===== src/rtl/gpio_port_pkg.sv =====
package gpio_port_pkg;

    localparam int ADDR_W = 7;
    localparam int BUS_W  = 32;

    localparam logic [ADDR_W-1:0] OFF_LOCK_A   = 7'h00;
    localparam logic [ADDR_W-1:0] OFF_DIN      = 7'h04;
    localparam logic [ADDR_W-1:0] OFF_POL      = 7'h08;
    localparam logic [ADDR_W-1:0] OFF_DOUT     = 7'h0C;
    localparam logic [ADDR_W-1:0] OFF_OE       = 7'h10;
    localparam logic [ADDR_W-1:0] OFF_OTYPE    = 7'h14;
    localparam logic [ADDR_W-1:0] OFF_PU       = 7'h1C;
    localparam logic [ADDR_W-1:0] OFF_PD       = 7'h20;
    localparam logic [ADDR_W-1:0] OFF_IGATE    = 7'h58;
    localparam logic [ADDR_W-1:0] OFF_DOUT_SET = 7'h68;
    localparam logic [ADDR_W-1:0] OFF_DOUT_CLR = 7'h6C;
    localparam logic [ADDR_W-1:0] OFF_OE_SET   = 7'h70;
    localparam logic [ADDR_W-1:0] OFF_OE_CLR   = 7'h74;
    localparam logic [ADDR_W-1:0] OFF_LOCK_B   = 7'h7C;

    localparam logic [BUS_W-1:0] KEY_ARM  = 32'hC0DE_1248;
    localparam logic [BUS_W-1:0] KEY_OPEN = 32'hC0DE_FA73;

    typedef enum logic [1:0] {
        LK_OPEN  = 2'd0,
        LK_SHUT  = 2'd1,
        LK_ARMED = 2'd2
    } lock_st_e;

endpackage


===== src/rtl/gpio_lock_ctrl.sv =====
module gpio_lock_ctrl
    import gpio_port_pkg::*;
(
    input  logic                clk,
    input  logic                rst_n,
    input  logic                wr_en,
    input  logic [ADDR_W-1:0]   addr,
    input  logic [BUS_W-1:0]    wdata,
    output logic                locked
);

    typedef struct packed {
        lock_st_e st;
    } lock_state_t;

    lock_state_t s_d, s_q;

    always_comb begin
        s_d = s_q;
        if (wr_en) begin
            if (addr == OFF_LOCK_B) begin
                if (s_q.st == LK_OPEN)       s_d.st = LK_SHUT;
                else if (wdata == KEY_ARM)   s_d.st = LK_ARMED;
                else                         s_d.st = LK_SHUT;
            end else if (addr == OFF_LOCK_A) begin
                if (s_q.st == LK_ARMED && wdata == KEY_OPEN) s_d.st = LK_OPEN;
                else                                         s_d.st = LK_SHUT;
            end
        end
    end

    always_ff @(posedge clk or negedge rst_n) begin
        if (!rst_n) s_q <= '{st: LK_OPEN};
        else        s_q <= s_d;
    end

    assign locked = (s_q.st != LK_OPEN);

    a_r9_write_locks: assert property (@(posedge clk) disable iff (!rst_n)
        (wr_en && !locked && (addr == OFF_LOCK_A || addr == OFF_LOCK_B)) |=> locked);

    a_r11_key_pair_opens: assert property (@(posedge clk) disable iff (!rst_n)
        (wr_en && s_q.st == LK_ARMED && addr == OFF_LOCK_A && wdata == KEY_OPEN) |=> !locked);

    a_r12_bad_arm_key_disarms: assert property (@(posedge clk) disable iff (!rst_n)
        (wr_en && locked && addr == OFF_LOCK_B && wdata != KEY_ARM) |=> (s_q.st == LK_SHUT));

    a_r12_unarmed_open_key_stays_shut: assert property (@(posedge clk) disable iff (!rst_n)
        (wr_en && s_q.st == LK_SHUT && addr == OFF_LOCK_A) |=> (s_q.st == LK_SHUT));

endmodule


===== src/rtl/gpio_cfg_regs.sv =====
module gpio_cfg_regs
    import gpio_port_pkg::*;
#(
    parameter int NPINS = 32
) (
    input  logic                clk,
    input  logic                rst_n,
    input  logic                wr_en,
    input  logic                cfg_open,
    input  logic [ADDR_W-1:0]   addr,
    input  logic [NPINS-1:0]    wdata,
    output logic [NPINS-1:0]    dout,
    output logic [NPINS-1:0]    oe,
    output logic [NPINS-1:0]    otype,
    output logic [NPINS-1:0]    pol,
    output logic [NPINS-1:0]    pu,
    output logic [NPINS-1:0]    pd,
    output logic [NPINS-1:0]    igate
);

    typedef struct packed {
        logic [NPINS-1:0] dout;
        logic [NPINS-1:0] oe;
        logic [NPINS-1:0] otype;
        logic [NPINS-1:0] pol;
        logic [NPINS-1:0] pu;
        logic [NPINS-1:0] pd;
        logic [NPINS-1:0] igate;
    } cfg_t;

    localparam cfg_t CFG_RESET = '{
        dout: '0, oe: '0, otype: '0, pol: '0,
        pu: '1, pd: '0, igate: '1
    };

    cfg_t c_d, c_q;

    always_comb begin
        c_d = c_q;
        if (wr_en && cfg_open) begin
            case (addr)
                OFF_DOUT:     c_d.dout  = wdata;
                OFF_OE:       c_d.oe    = wdata;
                OFF_OTYPE:    c_d.otype = wdata;
                OFF_POL:      c_d.pol   = wdata;
                OFF_PU:       c_d.pu    = wdata;
                OFF_PD:       c_d.pd    = wdata;
                OFF_IGATE:    c_d.igate = wdata;
                OFF_DOUT_SET: c_d.dout  = c_q.dout | wdata;
                OFF_DOUT_CLR: c_d.dout  = c_q.dout & ~wdata;
                OFF_OE_SET:   c_d.oe    = c_q.oe | wdata;
                OFF_OE_CLR:   c_d.oe    = c_q.oe & ~wdata;
                default:      ;
            endcase
        end
    end

    always_ff @(posedge clk or negedge rst_n) begin
        if (!rst_n) c_q <= CFG_RESET;
        else        c_q <= c_d;
    end

    assign dout  = c_q.dout;
    assign oe    = c_q.oe;
    assign otype = c_q.otype;
    assign pol   = c_q.pol;
    assign pu    = c_q.pu;
    assign pd    = c_q.pd;
    assign igate = c_q.igate;

    a_r10_locked_write_ignored: assert property (@(posedge clk) disable iff (!rst_n)
        (wr_en && !cfg_open) |=> $stable(c_q));

    a_r8_oe_set_mask: assert property (@(posedge clk) disable iff (!rst_n)
        (wr_en && cfg_open && addr == OFF_OE_SET) |=> ((c_q.oe & $past(wdata)) == $past(wdata)));

    a_r8_dout_clear_mask: assert property (@(posedge clk) disable iff (!rst_n)
        (wr_en && cfg_open && addr == OFF_DOUT_CLR) |=> ((c_q.dout & $past(wdata)) == '0));

    a_r8_oe_clear_keeps_rest: assert property (@(posedge clk) disable iff (!rst_n)
        (wr_en && cfg_open && addr == OFF_OE_CLR)
            |=> ((c_q.oe ^ $past(c_q.oe)) & ~$past(wdata)) == '0);

endmodule


===== src/rtl/gpio_pad_model.sv =====
module gpio_pad_model #(
    parameter int NPINS = 32
) (
    input  logic [NPINS-1:0] dout,
    input  logic [NPINS-1:0] oe,
    input  logic [NPINS-1:0] otype,
    input  logic [NPINS-1:0] pol,
    input  logic [NPINS-1:0] pu,
    input  logic [NPINS-1:0] pd,
    input  logic [NPINS-1:0] igate,
    output logic [NPINS-1:0] level,
    output logic [NPINS-1:0] din
);

    for (genvar g = 0; g < NPINS; g++) begin : g_pad
        logic drive_b;
        logic pulled_b;
        logic driven_b;

        assign drive_b  = dout[g] ^ pol[g];
        assign pulled_b = pu[g] & ~pd[g];
        // open-drain passes a 1 only as a release to the pulls
        assign driven_b = otype[g] ? (drive_b & pulled_b) : drive_b;
        assign level[g] = oe[g] ? driven_b : pulled_b;
        assign din[g]   = (level[g] & igate[g]) ^ pol[g];
    end

endmodule


===== src/rtl/gpio_lock_port.sv =====
module gpio_lock_port
    import gpio_port_pkg::*;
#(
    parameter int NPINS = 32
) (
    input  logic                clk,
    input  logic                rst_n,
    input  logic                wr_en,
    input  logic [ADDR_W-1:0]   addr,
    input  logic [BUS_W-1:0]    wdata,
    output logic [BUS_W-1:0]    rdata,
    output logic [NPINS-1:0]    pin_level
);

    logic               locked;
    logic [NPINS-1:0]   dout, oe, otype, pol, pu, pd, igate, din;

    gpio_lock_ctrl u_lock (
        .clk    (clk),
        .rst_n  (rst_n),
        .wr_en  (wr_en),
        .addr   (addr),
        .wdata  (wdata),
        .locked (locked)
    );

    gpio_cfg_regs #(.NPINS(NPINS)) u_regs (
        .clk      (clk),
        .rst_n    (rst_n),
        .wr_en    (wr_en),
        .cfg_open (!locked),
        .addr     (addr),
        .wdata    (wdata[NPINS-1:0]),
        .dout     (dout),
        .oe       (oe),
        .otype    (otype),
        .pol      (pol),
        .pu       (pu),
        .pd       (pd),
        .igate    (igate)
    );

    gpio_pad_model #(.NPINS(NPINS)) u_pads (
        .dout   (dout),
        .oe     (oe),
        .otype  (otype),
        .pol    (pol),
        .pu     (pu),
        .pd     (pd),
        .igate  (igate),
        .level  (pin_level),
        .din    (din)
    );

    always_comb begin
        rdata = '0;
        case (addr)
            OFF_LOCK_A: rdata = BUS_W'(locked);
            OFF_DIN:    rdata = BUS_W'(din);
            OFF_POL:    rdata = BUS_W'(pol);
            OFF_DOUT:   rdata = BUS_W'(dout);
            OFF_OE:     rdata = BUS_W'(oe);
            OFF_OTYPE:  rdata = BUS_W'(otype);
            OFF_PU:     rdata = BUS_W'(pu);
            OFF_PD:     rdata = BUS_W'(pd);
            OFF_IGATE:  rdata = BUS_W'(igate);
            default:    rdata = '0;
        endcase
    end

    a_r3_push_pull_level: assert property (@(posedge clk) disable iff (!rst_n)
        ((pin_level ^ dout ^ pol) & oe & ~otype) == '0);

    a_r4_open_drain_sinks: assert property (@(posedge clk) disable iff (!rst_n)
        (pin_level & oe & otype & ~(dout ^ pol)) == '0);

    a_r5_undriven_equal_pulls_low: assert property (@(posedge clk) disable iff (!rst_n)
        (pin_level & ~oe & ~(pu ^ pd)) == '0);

    a_r7_gated_reads_polarity: assert property (@(posedge clk) disable iff (!rst_n)
        ((din ^ pol) & ~igate) == '0);

endmodule


===== config.mk =====
export PLATFORM = sky130hd
export DESIGN_NAME = gpio_lock_port
export DESIGN_NICKNAME = d
export VERILOG_FILES = /design/src/rtl/gpio_port_pkg.sv /design/src/rtl/gpio_lock_ctrl.sv /design/src/rtl/gpio_cfg_regs.sv /design/src/rtl/gpio_pad_model.sv /design/src/rtl/gpio_lock_port.sv
export SDC_FILE = /design/constraint.sdc
export NUM_CORES = 1
export LEC_CHECK = 0
export ABC_CLOCK_PERIOD_IN_PS = 4900
export BUFFER_PORTS_ARGS = -buffer_cell sky130_fd_sc_hd__buf_2
export CORE_UTILIZATION = 60
export DETAILED_ROUTE_END_ITERATION = 8
export GPL_TIMING_DRIVEN = 0
export PLACE_DENSITY_LB_ADDON = 0.15
export SETUP_SLACK_MARGIN = 0.02
export SLEW_MARGIN = 20
export SYNTH_ARGS = -nofsm -noshare
export SYNTH_HDL_FRONTEND = slang
export SYNTH_SLANG_ARGS = --single-unit
export TNS_END_PERCENT = 30

===== constraint.sdc =====
create_clock -name clk -period 4.9 [get_ports clk]
set_input_delay 0.245 -clock clk [delete_from_list [all_inputs] [get_ports clk]]
set_output_delay 0.245 -clock clk [all_outputs]
set_load 0.005 [all_outputs]

==> flow_metrics.tcl, run 1 <==
set metrics [dict create \
    fin_crit_ns 3.33 \
    synth_top_area_share_pct 29.9 \
    crit_type "primary input to output pin" \
    clkSinkCount 226 \
    grt.overflow.total 0 \
    vias 11700 \
    synth_seq_cells 226 \
    fin_hold_ws_ns 0.00824 \
    ctsRootBufferMaster "clkbuf_16" \
    dr.pass1.iters 7 \
    multi_input_area_mm2 0.00719 \
    synth_most_common_cell "dfrtp_1" \
    avgSynthCellArea_um2 10.7 \
    slew_violations 0 \
    arrival_ns 3.09 \
    synth_edf_count 0 \
    endpoint_kind "output pin" \
    p_total_uw 5190 \
    leakage_uw 0.00638 \
    dominantRegCellSynth "dfrtp_1" \
    highest_layer "met4" \
    worstPathMaxFanout 10 \
    synth_area_mm2 0.0136 \
    numCtsBuffers 25 \
    portBuffers 88 \
    status "finished with violations" \
    seqCellArea_mm2 0.00574 \
    fin_worst_skew_ns 0.0258 \
    ys_seq_area_share_pct 42.3 \
    core_mm2 0.0220 \
    gp_congestion 0.970 \
    viasPerCell 6.94 \
    antenna_found_initial 2 \
    cts_resized 0 \
    hold_buffers 1 \
    rsz0062_at_grt "false" \
    post_drt_wl_per_cell_um 25.9 \
    die_area_mm2 0.0232 \
    synth.top_cells.by_count "162 x dfrtp_1, 126 x mux2_2, 108 x clkbuf_1" \
    dr_wl_met2_um 19900 \
    wl_um 43700 \
    postRouteAntennaNets 0 \
    io_pins 106 \
    grt_first_pass_wirelength_um 67500 \
    cp_slowest_stage_delay_ns 0.76 \
    setup_violations 0 \
    final_layout_size_suffix_gt1_share_pct 28.2 \
    nets 1428 \
    fmax_mhz 300 \
    final.fill_count 1687 \
    rows 54 \
    power_density_mw_per_mm2 340 \
    synth_largest_area_cell "dfrtp_1" \
    syn_inst 1267 \
    dp_hpwl_um 29400 \
    period_share_pct 68.0 \
    critPathSlowestCell "clkbuf_1" \
    syn-num-nets 1309 \
    grt_usage_pct 37.9 \
    grt_max_degree 99 \
    path_clk_slew_ns 0.06 \
    cts_tree "done" \
    first_iter_violations 1180 \
    wl_met3_um 4420 \
    met1Wirelength_um 17500 \
    preCtsSetupSlack_ns 1.70 \
    required_ns 4.66 \
    setup_slack_ns 1.57 \
    path_common_cell "clkbuf_1" \
    die_w_um 152 \
    synthArstFlopShare_pct 100 \
    cts_setup_buffers 0 \
    tightest_slew_ns 1.07 \
    ctsLongestPathBuffers 3 \
    fin_setup_tns_ns 0 \
    violations "DRC" \
    relSlewSlack_pct 28.6 \
    syn_to_final_growth_pct 12.6 \
    holdCritPathClass "primary input to flip-flop" \
    yosys_warnings 0 \
    die_h_um 152 \
    crit_chain "buf_2, clkbuf_1, or3b_1, clkbuf_1, nor2_2, clkbuf_1, a22oi_1, o211ai_1, buf_2" \
    synth.area.top_cells "dfrtp_1 30%, dfstp_2 12%, mux2_2 10%" \
    vdd_drop_max_mv 0.253 \
    drc 8 \
    hold_violations 0 \
    grt_pass1_vias 11600 \
    maxCapViolations 0 \
    ys_types 61 \
    startpoint_type "primary input" \
    clock_latency_ns 0.54 \
    htree_num_levels 1 \
    initial_core_util_pct 61.7 \
]
## metal layers
layer | vias up | GRT usage (%)
met4 | 0 | 17.2
met5 | - | 0
li1 | 5071 | -
met3 | 135 | 8.67
met1 | 5810 | 50.5
met2 | 689 | 58.9
## state kept, by name (all words and copies together), names as in the netlist
signal        flops
u_regs.pol       32
u_regs.igate     32
u_regs.dout      32
u_regs.otype     32
u_lock.s_q        2
u_regs.oe        32
u_regs.pu        32
u_regs.pd        32
## cell families after synthesis
group                  count (synthesis)  share of synthesized area (%)
buffers and inverters                163                           4.84
AO/OA/AOI/OAI                        319                           17.2
XOR/XNOR                              63                           4.07
AND/OR/NAND/NOR                      267                           12.7
flip-flops                           226                           42.3
multiplexers                         229                           18.9
## final timing paths
check | from | to | slack (ns) | cells past startpoint
min | wr_en | u_lock.s_q[0] | 0.008 | 2
max reg2reg | u_lock.s_q[1] | u_regs.igate[19] | 2.27 | 6
max | addr[6] | rdata[22] | 1.57 | 9
min in group asynchronous | rst_n | u_regs.pd[9] | 0.19 | 2
min reg2reg | u_regs.pd[18] | u_regs.pd[18] | 0.52 | 1
max in group asynchronous | rst_n | u_regs.igate[30] | 3.91 | 3
## worst max-delay path: cells and delay by family
kind | cells | cell delay [ns]
buffers and inverters | 5 | 1.59
AOI/OAI and AO/OA | 2 | 0.34
and+or+nand+nor | 2 | 0.90
## layout by cell type, fill, tap and decap left out, types with 25 or more instances in the layout
master / count
nand2b_1: 65
inv_1: 33
mux2_2: 126
xnor2_1: 56
mux2i_1: 69
nand3b_1: 33
dfstp_2: 64
buf_2: 104
clkbuf_1: 114
clkbuf_16: 25
nand4_1: 61
a31oi_1: 44
a22oi_1: 82
dfrtp_1: 162
a221oi_1: 48
a21oi_1: 45
## per-stage QoR
stage | cell area (µm²) | cells | util [%]
after global routing | 15300 | 1685 | 69.5
after floorplan | 13600 | 1267 | -
after detailed placement | 14400 | 1638 | 65.8
final | 15300 | 1686 | 69.5
after global placement | 14400 | 1635 | 65.4
after CTS | 15300 | 1684 | 69.5
## power breakdown
| part | leakage (µW) | internal [µW] | switching [µW] |
|---|---|---|---|
| registers | 0.00284 | 2120 | 271 |
| clock network | 0.000404 | 1100 | 777 |
| logic | 0.00314 | 423 | 501 |
| total | 0.00638 | 3640 | 1550 |
## final cells by class
class,count,area share [%]
Inverter,33,0.811
Clock buffer,38,4.88
Antenna cell,2,0.0328
Multi-Input combinational cell,878,47.1
Tap cell,280,2.29
Sequential cell,226,37.6
Buffer,130,3.48
Timing Repair Buffer,92,3.43
Clock inverter,7,0.418
No activity file was read; power rests on OpenSTA's default activity.
==> run 2: changes to the inputs <==
Settings changed: ABC_CLOCK_PERIOD_IN_PS 4900 to 3400.
Clock period 4.9 ns to 3.4 ns, I/O delays scaled along.
==> run 2 against run 1 <==
Effect of this change:
- clock skew grew 0.0018 ns
- clock power grew 44%
- combinational power grew 45%
- critical path depth is the same
- final cell count grew 0.24%
- register-to-register slack lost 1.5 ns
- flip-flop and latch count is the same
- the run still ends with DRC left
- worst setup slack lost 1.4 ns
- power grew 44%
- critical endpoint unchanged
- wire length grew 0.25%
- clock-buffer cell count is the same
==> flow_metrics.tcl, run 2 (same netlist as run 1, synthesis figures left out) <==
set metrics [dict create \
    core_mm2 0.0220 \
    r2r_setup_slack_ns 0.78 \
    dr.pass1.iters 7 \
    viasPerCell 6.94 \
    hold_buffers 5 \
    vdd_drop_max_mv 0.367 \
    placed_cell_area_mm2 0.0144 \
    worstPathMaxFanout 10 \
    slew_violations 0 \
    nets 1432 \
    path_clk_slew_ns 0.06 \
    ctsLongestPathBuffers 3 \
    arrival_ns 3.02 \
    grt_pass1_vias 11600 \
    grt_first_pass_wirelength_um 67600 \
    min_to "u_regs.dout[19]" \
    final_layout_size_suffix_gt1_share_pct 28.1 \
    use_met2_pct 59.1 \
    r2r-end "u_regs.igate[13]" \
    fin_crit_ns 3.19 \
    ctsRootBufferMaster "clkbuf_16" \
    cts_setup_buffers 0 \
    status "finished with violations" \
    dp_hpwl_um 29400 \
    antenna_found_initial 2 \
    crit_type "primary input to output pin" \
    io_pins 106 \
    final_cell_mix "162 x dfrtp_1, 126 x mux2_2, 114 x clkbuf_1" \
    portBuffers 88 \
    busiest_layer "met2" \
    use_met3_pct 8.65 \
    clock_latency_ns 0.54 \
    required_ns 3.23 \
    dp.cells 1638 \
    fmax_mhz 313 \
    setup_violations 0 \
    leakage_uw 0.00639 \
    hold_violations 0 \
    endpoint_kind "output pin" \
    cts_resized 0 \
    die_area_mm2 0.0232 \
    worstHoldStart "wdata[19]" \
    finalNonFillerCells 1690 \
    maxCapViolations 0 \
    initial_core_util_pct 61.7 \
    grt.overflow.total 0 \
    violations "DRC" \
    final_common_cell "dfrtp_1" \
    power_density_mw_per_mm2 488 \
    die_w_um 152 \
    relSlewSlack_pct 29.7 \
    wl_um 43800 \
    cts_tree "done" \
    htree_num_levels 1 \
    grt_max_degree 99 \
    reg2reg_depth 6 \
    met1_usage_pct 50.6 \
    postRouteAntennaNets 0 \
    rr_startpoint "u_lock.s_q[1]" \
    period_share_pct 93.9 \
    numCtsBuffers 25 \
    post_drt_wl_per_cell_um 25.9 \
    clkSinkCount 226 \
    hold_path_depth 3 \
    grt_usage_pct 37.9 \
    final.fill_count 1684 \
    syn_to_final_growth_pct 12.9 \
    rsz0062_at_grt "false" \
    vias 11700 \
    finalInstanceArea_mm2 0.0153 \
    tightest_slew_ns 1.05 \
    drc 10 \
    rows 54 \
    fin_hold_ws_ns 0.0126 \
    holdCritPathClass "primary input to flip-flop" \
    startpoint_type "primary input" \
    die_h_um 152 \
    fin_worst_skew_ns 0.0276 \
    gp_congestion 0.970 \
    first_iter_violations 1352 \
]
[run 2: changes by cell type in the layout (fill, tap and decap cells not counted), sizes merged]
cell,before,now
dlygate4sd3,1,5
[run 2: how the worst max path moves through the flow]
stage	startpoint	cells past startpoint	endpoint	slack [ns]
after floorplan	u_lock.s_q[1]	6	u_regs.pol[28]	1.42
after global placement	rst_n	1	u_regs.pd[20]	-1.81
after detailed placement	addr[6]	9	rdata[22]	0.35
after CTS	addr[6]	9	rdata[22]	0.35
after global routing	addr[6]	9	rdata[28]	0.17
final	addr[6]	9	rdata[22]	0.21
[run 2: final cells by class]
type	instances	area [µm²]	share of cell area [%]
antenna	2	5.00	0.0327
buffer	130	532	3.47
clock buffer	38	744	4.86
clock inverter	7	63.8	0.417
inverter	33	124	0.809
multi-input combinational	878	7190	47.0
sequential	226	5740	37.5
tap	280	350	2.29
timing repair buffer	96	563	3.68
[run 2: through the flow]
| step | utilization (%) | setup WS [ns] | setup TNS [ns] | power (µW) |
|---|---|---|---|---|
| final | 69.7 | 0.208 | 0 | 7480 |
| after floorplan | - | 1.42 | 0 | 4240 |
| after global routing | 69.7 | 0.166 | 0 | 7750 |
| after detailed placement | 65.8 | 0.350 | 0 | 4770 |
| after global placement | 65.4 | -1.81 | -315.43 | 4700 |
| after CTS | 69.7 | 0.349 | 0 | 7470 |
[run 2: report_power, final]
| part | switching (µW) | internal [µW] |
|---|---|---|
| combinational | 723 | 612 |
| clock | 1120 | 1580 |
| sequential | 390 | 3060 |
[run 2: metal layers]
layer  part of all wire (%)  up-vias
met2                     46      696
met4                    4.3        0
met1                     40     5835
met3                    9.9      131
li1                       -     5074
met5                      0        -
[run 2: worst max-delay path, stage by stage]
cell and delay [ns]:
buf_2 0.13, clkbuf_1 0.21, or3b_1 0.41, clkbuf_1 0.34, nor2_2 0.49, clkbuf_1 0.75, a22oi_1 0.15, o211ai_1 0.19
buf_2 0.16
